==> src/rtl/mem_path_steer.sv <==
module mem_path_steer #(
  parameter int NB_C = 8,
  parameter int NB_M = 8,
  parameter int CNT_W = 5,
  parameter int LAT_W = 8,
  parameter int ID_W = 6,
  parameter int LAT_C_RST = 6,
  parameter int LAT_M_RST = 14,
  localparam int CB_W = (NB_C > 1) ? $clog2(NB_C) : 1,
  localparam int MB_W = (NB_M > 1) ? $clog2(NB_M) : 1,
  localparam int BK_W = (CB_W > MB_W) ? CB_W : MB_W
) (
  input  logic              clk,
  input  logic              rst_n,
  input  logic              cfg_we,
  input  logic              cfg_sel,
  input  logic [LAT_W-1:0]  cfg_lat,
  input  logic              in_valid,
  output logic              in_ready,
  input  logic              in_dirty,
  input  logic              in_hit,
  input  logic [CB_W-1:0]   in_cbank,
  input  logic [MB_W-1:0]   in_mbank,
  input  logic [ID_W-1:0]   in_id,
  output logic              out_valid,
  output logic              out_to_mem,
  output logic [BK_W-1:0]   out_bank,
  output logic [ID_W-1:0]   out_id,
  input  logic              c_rdy,
  input  logic              m_rdy,
  input  logic              c_done,
  input  logic [CB_W-1:0]   c_done_bank,
  input  logic              m_done,
  input  logic [MB_W-1:0]   m_done_bank
);
  localparam int E_W = CNT_W + LAT_W;
  localparam logic [CNT_W-1:0] CNT_MAX = '1;

  logic [LAT_W-1:0] lat_c, lat_m;
  logic [CNT_W-1:0] cnt_c [NB_C];
  logic [CNT_W-1:0] cnt_m [NB_M];
  logic [E_W-1:0]   exp_c, exp_m;
  logic             go_mem, accept, fire;

  assign exp_c  = E_W'(cnt_c[in_cbank]) * E_W'(lat_c);
  assign exp_m  = E_W'(cnt_m[in_mbank]) * E_W'(lat_m);
  assign go_mem = !in_dirty && (!in_hit || (exp_m < exp_c));

  assign fire     = out_valid && (out_to_mem ? m_rdy : c_rdy);
  assign in_ready = !out_valid || fire;
  assign accept   = in_valid && in_ready;

  always_ff @(posedge clk) begin
    if (!rst_n) begin
      lat_c <= LAT_W'(LAT_C_RST);
      lat_m <= LAT_W'(LAT_M_RST);
    end else if (cfg_we) begin
      if (cfg_sel) lat_m <= cfg_lat;
      else         lat_c <= cfg_lat;
    end
  end

  for (genvar b = 0; b < NB_C; b++) begin : g_cache_cnt
    logic up, dn;
    assign up = accept && !go_mem && (in_cbank == CB_W'(b));
    assign dn = c_done && (c_done_bank == CB_W'(b));
    always_ff @(posedge clk) begin
      if (!rst_n)                                cnt_c[b] <= '0;
      else if (up && !dn && cnt_c[b] != CNT_MAX) cnt_c[b] <= cnt_c[b] + 1'b1;
      else if (dn && !up && cnt_c[b] != '0)      cnt_c[b] <= cnt_c[b] - 1'b1;
    end
  end

  for (genvar b = 0; b < NB_M; b++) begin : g_mem_cnt
    logic up, dn;
    assign up = accept && go_mem && (in_mbank == MB_W'(b));
    assign dn = m_done && (m_done_bank == MB_W'(b));
    always_ff @(posedge clk) begin
      if (!rst_n)                                cnt_m[b] <= '0;
      else if (up && !dn && cnt_m[b] != CNT_MAX) cnt_m[b] <= cnt_m[b] + 1'b1;
      else if (dn && !up && cnt_m[b] != '0)      cnt_m[b] <= cnt_m[b] - 1'b1;
    end
  end

  always_ff @(posedge clk) begin
    if (!rst_n) begin
      out_valid  <= 1'b0;
      out_to_mem <= 1'b0;
      out_bank   <= '0;
      out_id     <= '0;
    end else if (accept) begin
      out_valid  <= 1'b1;
      out_to_mem <= go_mem;
      out_bank   <= go_mem ? BK_W'(in_mbank) : BK_W'(in_cbank);
      out_id     <= in_id;
    end else if (fire) begin
      out_valid  <= 1'b0;
    end
  end
endmodule

==> config.mk <==
export PLATFORM = sky130hd
export DESIGN_NAME = mem_path_steer
export DESIGN_NICKNAME = d
export VERILOG_FILES = /design/src/rtl/mem_path_steer.sv
export SDC_FILE = /design/constraint.sdc
export NUM_CORES = 1
export LEC_CHECK = 0
export BUFFER_PORTS_ARGS = -buffer_cell sky130_fd_sc_hd__buf_2
export CAP_MARGIN = 25
export CORE_MARGIN = 4
export CORE_UTILIZATION = 59
export CTS_BUF_LIST = sky130_fd_sc_hd__clkbuf_8
export CTS_CLUSTER_SIZE = 40
export DETAILED_ROUTE_END_ITERATION = 8
export HOLD_SLACK_MARGIN = 0.06
export PLACE_DENSITY = 0.9
export SLEW_MARGIN = 15
export SYNTH_ARGS = -nofsm -noshare
export SYNTH_HDL_FRONTEND = slang
export SYNTH_SLANG_ARGS = --single-unit
==> constraint.sdc <==
create_clock -name clk -period 8.03 [get_ports clk]
set_clock_uncertainty 0.15 [all_clocks]
set_input_delay 0.4015 -clock clk [delete_from_list [all_inputs] [get_ports clk]]
set_output_delay 0.4015 -clock clk [all_outputs]
set_load 0.02 [all_outputs]
==> results of run 1 <==
[routing by layer]
layer | part of all wire [%] | routed length, um | global-route usage [%]
met3 | 10 | 2825 | 6.082
met2 | 46 | 12610 | 42.98
met5 | 0 | 0 | 0
met1 | 40 | 11100 | 36.46
met4 | 3.3 | 910 | 10.76
[report_power, final]
part | switching (W) | internal, W
registers | 0.0000637 | 0.000640
logic | 0.000410 | 0.000280
clock network | 0.000215 | 0.000115
[synth_stat cells, types with 7 or more instances]
cell	instances	area (um^2)
nand2_1	147	551.8
inv_1	106	397.9
ha_1	102	1276
edfxtp_1	80	2402
a21oi_1	72	360.4
nor2_1	65	244.0
nor2b_1	58	362.9
nand3_1	54	270.3
o21ai_0	48	240.2
fa_1	38	760.7
nor3_1	34	170.2
nand2b_1	32	200.2
dfxtp_1	27	540.5
clkbuf_1	26	97.59
and3_1	24	150.1
mux4_2	20	450.4
a31oi_1	15	93.84
mux2i_1	15	150.1
xnor2_1	14	122.6
o211ai_1	13	97.59
o21a_1	13	97.59
or3_1	12	75.07
a21o_1	11	82.58
and2_1	11	68.82
a221oi_1	10	87.58
buf_1	9	33.78
nand4_1	9	56.30
xor2_1	9	78.83
o22ai_1	8	50.05
nor4_1	7	43.79
[stage by stage]
stage | area [um^2] | std cells | setup TNS [ps] | util [%] | setup slack (ps)
detailed placement | 11150 | 1458 | -134.3 | 63.80 | -102.2
global route | 11530 | 1496 | -21.30 | 65.97 | -21.30
CTS | 11370 | 1478 | 0 | 65.06 | 142.6
floorplan | 10630 | 1203 | 0 | - | 13.27
finish | 11530 | 1496 | 0 | 65.97 | 386.6
global placement | 11150 | 1458 | 0 | 63.80 | 170.4
[sequential cells by signal (all words and copies together) (netlist names)]
signal,flops
cnt_c,40
cnt_m,40
lat_c,8
lat_m,8
out_id,6
out_bank,3
out_to_mem,1
out_valid,1
[area by class of cell]
class | count | share of cell area [%]
Tap cell | 225 | 2.442
Clock buffer | 9 | 1.074
Multi-Input combinational cell | 947 | 61.85
Clock inverter | 7 | 0.4884
Timing Repair Buffer | 93 | 5.101
Inverter | 108 | 3.516
Sequential cell | 107 | 25.53
[path summary, 6_finish.rpt]
check / endpoint / depth (start not counted) / slack (ps)
worst min-delay path: lat_c[2] / 3 / 90
worst max-delay path: cnt_m[4][4] / 30 / 390
worst max register to register: cnt_m[4][4] / 30 / 390
worst min register to register: out_id[1] / 2 / 310
[timing repair]
| action | 4_1_cts | 5_1_grt |
|---|---|---|
| hold buffers | 4 | 0 |
| gates resized for setup | 0 | 7 |
| setup buffers | 0 | 18 |
| setup endpoints to repair | 0 | 19 |
| hold endpoints to repair | 4 | 0 |
[logic make-up after synthesis]
logic type | after synthesis | synth area share [%]
AND/OR/NAND/NOR | 479 | 22.62
adder cells (fa/ha/maj) | 140 | 19.20
buffers and inverters | 149 | 5.460
AO/OA/AOI/OAI | 264 | 16.75
flip-flops | 107 | 27.74
multiplexers | 41 | 6.333
XOR/XNOR | 23 | 1.899
[layout by cell type, fill, tap and decap left out, types with 12 or more instances in the layout]
cell      Yosys  layout
nand2_1     147     147
inv_1       106     108
ha_1        102     102
edfxtp_1     80      80
a21oi_1      72      71
nor2_1       65      65
nor2b_1      58      58
nand3_1      54      54
buf_2         4      48
o21ai_0      48      47
buf_4         0      41
fa_1         38      38
nor3_1       34      33
nand2b_1     32      32
dfxtp_1      27      27
and3_1       24      24
mux4_2       20      20
a31oi_1      15      15
xnor2_1      14      14
o211ai_1     13      13
mux2i_1      15      12
o21a_1       13      12
or3_1        12      12
[worst register-to-register path: cells and delay by family, from the launching register on]
family / cells / cell delay (ps)
flip-flops: 1 / 540
XOR/XNOR: 2 / 300
buffers and inverters: 4 / 460
adder cells (fa/ha/maj): 6 / 2550
AO/OA/AOI/OAI: 10 / 1920
multiplexers: 2 / 690
AND/OR/NAND/NOR: 6 / 810
==> impl_metrics.csv, run 1 <==
group,metric,value,unit
status,status,"complete, no violations",
cells_and_area,multi_input_area,0.007131,mm^2
timing,final-setup-viol-count,0,
detailed_routing,via_per_inst,6.495,
timing,holdWs,90.24,ps
grt,gr-usage-all-layers,27.17,%
yosys,synth_edf_count,80,
power,power_density,149.4,mW/mm^2
critical_path,crit_path_max_fanout,19,
timing,slew_violations,0,
detailed_routing,wirelength,27440,um
critical_path,crit_arrival,7670,ps
critical_path,required,8060,ps
yosys,synth_cell_types,76,
cts,cts_root_buf,"clkbuf_8",
hold_path,hp-class,"input pin to flip-flop",
critical_path,critPathSlowestCell,"edfxtp_1",
grt,grt_pass1_wl,44710,um
cells_and_area,insertedDiodeCount,0,
detailed_routing,final_antenna_net_count,0,
yosys,ys_async_sr_fraction,0,%
yosys,ys_ff_latch,107,
yosys,syn-cell-area,0.01061,mm^2
critical_path,cpLargestDelayFamily,"adder cells",
cts,cts_made_buffers,9,
timing,fin_crit,7643,ps
die,io_pins,49,
die,core_area,0.01748,mm^2
grt,grt_pass1_vias,9243,
timing,fmax,130.8,MHz
grt,grt.overflow.total,0,
cts,cts.htree.levels,3,
power,vdd_drop_max,110.5,uV
die,die_h,142.1,um
placed_design,portBuffers,48,
yosys,synthCells,1203,
cells_and_area,nets,1443,
placed_design,hpwlAfterDp,20540,um
critical_path,r2r-start,"cnt_c[6][2]",
critical_path,critical_path_class,"flip-flop to flip-flop",
cts,path_clk_slew,110,ps
cells_and_area,area.growth.synth_to_final,8.669,%
hold_path,min-delay-start,"cfg_lat[2]",
cts,clock_latency,420,ps
yosys,yosysWarnings,0,
critical_path,path_common_cell,"fa_1",
grt,antenna_found_initial,0,
cells_and_area,n_fill_cell,1334,
flow_run,max-cap-violations,0,
timing,slew_headroom,39.50,%
yosys,seq_area_frac_synth,27.74,%
die,dieArea,0.02019,mm^2
cells_and_area,drive_gt1_share,11.49,%
die,row_count,48,
critical_path,crit_buf_inv,4,
critical_path,startpoint_type,"flip-flop",
grt,grt_start_max_net_pins,50,
die,dieWidth,142.1,um
timing,finalCritPeriodShare,95.19,%
cells_and_area,seq_area,0.002943,mm^2
critical_path,crit_path_end_kind,"flip-flop",
yosys,syn_avg_cell_area,8.819,um^2
cts,clockBufferDepth,2,
timing,worst_pin_slew,904.2,ps
detailed_routing,wl_per_cell,18.34,um
detailed_routing,dr.pass1.iters,7,
power,leakagePower,4.924,nW
detailed_routing,first_iter_violations,1210,
timing,hold_viol_final,0,
cts,clock-sinks,107,
placed_design,finalWeightedCongestion,0.9707,
power,power,0.001723,W
detailed_routing,remaining_drc_errors,0,
yosys,syn-num-nets,1380,
critical_path,crit_start,"cnt_c[6][2]",
detailed_routing,via_count,9716,
critical_path,slowest_delay,540,ps
cts,cts_tree,"built",
die,start_util,60.70,%
yosys,synthFlopType,"edfxtp_1",
(Power assumes the default switching activity.)
==> run 2: changes to the inputs <==
- PLACE_DENSITY: 0.9 -> 0.81
==> run 2 against run 1 <==
Via count down 1.9%. Critical path depth down 1. Clock power down 2%. Cell area down 0.13%. Register-to-register slack better by 60 ps. Cell count about the same. Routed wire length down 2.8%. Hold slack worse by 1.6 ps. Clock-buffer cell count up 1. Non-clock buffer count up 1.
==> impl_metrics.csv, run 2 (synthesis gave the netlist of run 1 again) <==
group,metric,value,unit
power,leakagePower,4.934,nW
grt,met1_usage,35.68,%
cts,path_clk_slew,120,ps
timing,slew_violations,0,
cts,clock-sinks,107,
cts,clock_latency,400,ps
grt,grt.overflow.total,0,
detailed_routing,dr.pass1.iters,5,
detailed_routing,first_iter_violations,922,
die,dieWidth,142.1,um
placed_design,hpwlAfterDp,20020,um
critical_path,cpLargestDelayFamily,"compound AO/OA/AOI/OAI gates",
cts,cts_made_buffers,9,
critical_path,critPathSlowestCell,"fa_1",
critical_path,required,8040,ps
grt,top_usage_layer,"met2",
power,vdd_drop_max,92.83,uV
cts,cts.htree.levels,3,
grt,grt_pass1_wl,44320,um
timing,fmax,131.9,MHz
cts,clockBufferDepth,2,
grt,antenna_found_initial,0,
timing,slew_headroom,34.27,%
grt,grt_util_met2,44.50,%
timing,setup_tns,0,ps
critical_path,path_common_cell,"a21oi_1",
critical_path,slowest_delay,540,ps
detailed_routing,wirelength,26670,um
grt,grt_start_max_net_pins,50,
die,io_pins,49,
cells_and_area,drive_gt1_share,11.71,%
critical_path,startpoint_type,"flip-flop",
die,die_h,142.1,um
timing,holdWs,88.64,ps
timing,final-setup-viol-count,0,
grt,gr-usage-all-layers,26.79,%
timing,fin_crit,7581,ps
cts,cts_root_buf,"clkbuf_8",
timing,finalCritPeriodShare,94.41,%
timing,worst_pin_slew,982.4,ps
placed_design,placedInstanceArea,0.01116,mm^2
cells_and_area,final_cell_mix,"nand2_1 (147), inv_1 (108), ha_1 (102)",
cts,cts_tree,"built",
critical_path,crit_path_end_kind,"flip-flop",
critical_path,crit_arrival,7590,ps
die,start_util,60.70,%
detailed_routing,via_count,9530,
hold_path,hp-class,"input pin to flip-flop",
die,dieArea,0.02019,mm^2
flow_run,max-cap-violations,0,
detailed_routing,via_per_inst,6.366,
grt,grt_pass1_vias,9265,
placed_design,finalWeightedCongestion,0.9082,
placed_design,portBuffers,48,
cells_and_area,insertedDiodeCount,0,
detailed_routing,final_antenna_net_count,0,
critical_path,critical_path_class,"flip-flop to flip-flop",
cells_and_area,nets,1444,
power,power_density,147.9,mW/mm^2
cells_and_area,area.growth.synth_to_final,8.527,%
die,row_count,48,
cells_and_area,largestRegisters,"cnt_c (40), cnt_m (40)",
timing,rsz0062_at_grt,"false",
critical_path,crit_buf_inv,2,
power,power,0.001703,W
timing,hold_viol_final,0,
critical_path,crit_path_max_fanout,6,
detailed_routing,remaining_drc_errors,0,
die,core_area,0.01748,mm^2
cells_and_area,final_common_cell,"nand2_1",
status,status,"complete, no violations",
detailed_routing,wl_per_cell,17.82,um
cells_and_area,stdcell_area,0.01151,mm^2
grt,met3_usage,4.805,%
## run 2: final cells by class
cell class,count,area [um^2]
clock inverter,6,33.78
clock buffer,10,137.6
multi-input combinational,947,7127
inverter,108,405.4
tap,225,281.5
timing repair buffer,94,585.6
fill,1456,5963
sequential,107,2943
## run 2: what timing repair did
| item | CTS | global route |
|---|---|---|
| buffers inserted | 0 | 22 |
| hold buffers | 0 | 0 |
| endpoints found under the setup margin | 0 | 39 |
| gates resized for setup | 0 | 6 |
## run 2: per-layer routing
| layer | wire length [um] | vias up |
|---|---|---|
| li1 | - | 4491 |
| met1 | 11210 | 4563 |
| met2 | 12720 | 418 |
| met3 | 2163 | 58 |
| met4 | 575 | 0 |
| met5 | 0 | - |
## run 2: final timing paths
| path | from | slack [ps] | cells past startpoint | endpoint |
|---|---|---|---|---|
| worst max-delay path | cnt_c[7][3] | 450 | 29 | cnt_c[4][4] |
| worst min register to register | out_id[0] | 310 | 2 | out_id[0] |
| worst min-delay path | in_id[4] | 90 | 3 | out_id[4] |
| worst max register to register | cnt_c[7][3] | 450 | 29 | cnt_c[4][4] |
## run 2: per-stage QoR
| step | cells | util, % | worst slack [ps] |
|---|---|---|---|
| 2_1_floorplan | 1203 | - | 13.27 |
| 3_5_place_dp | 1459 | 63.84 | 96.78 |
| 5_1_grt | 1497 | 65.88 | 13.39 |
| 3_3_place_gp | 1459 | 63.84 | 287.5 |
| 4_1_cts | 1475 | 64.82 | 306.5 |
| 6_report | 1497 | 65.88 | 448.9 |
## run 2: report_power, final
group	internal, W	total (W)	switching, W
combinational	0.000274	0.000677	0.000403
sequential	0.000640	0.000702	0.0000620
clock	0.000120	0.000324	0.000205
## run 2: worst reg2reg max path, delay by kind of cell (launching register included)
kind	cells	cell delay, ps
xor gates and xnor gates	1	150
muxes	3	900
DFF	1	510
AOI/OAI and AO/OA	13	2540
buffers and inverters	2	190
adders and majority gates	6	2460
and+or+nand+nor	4	450
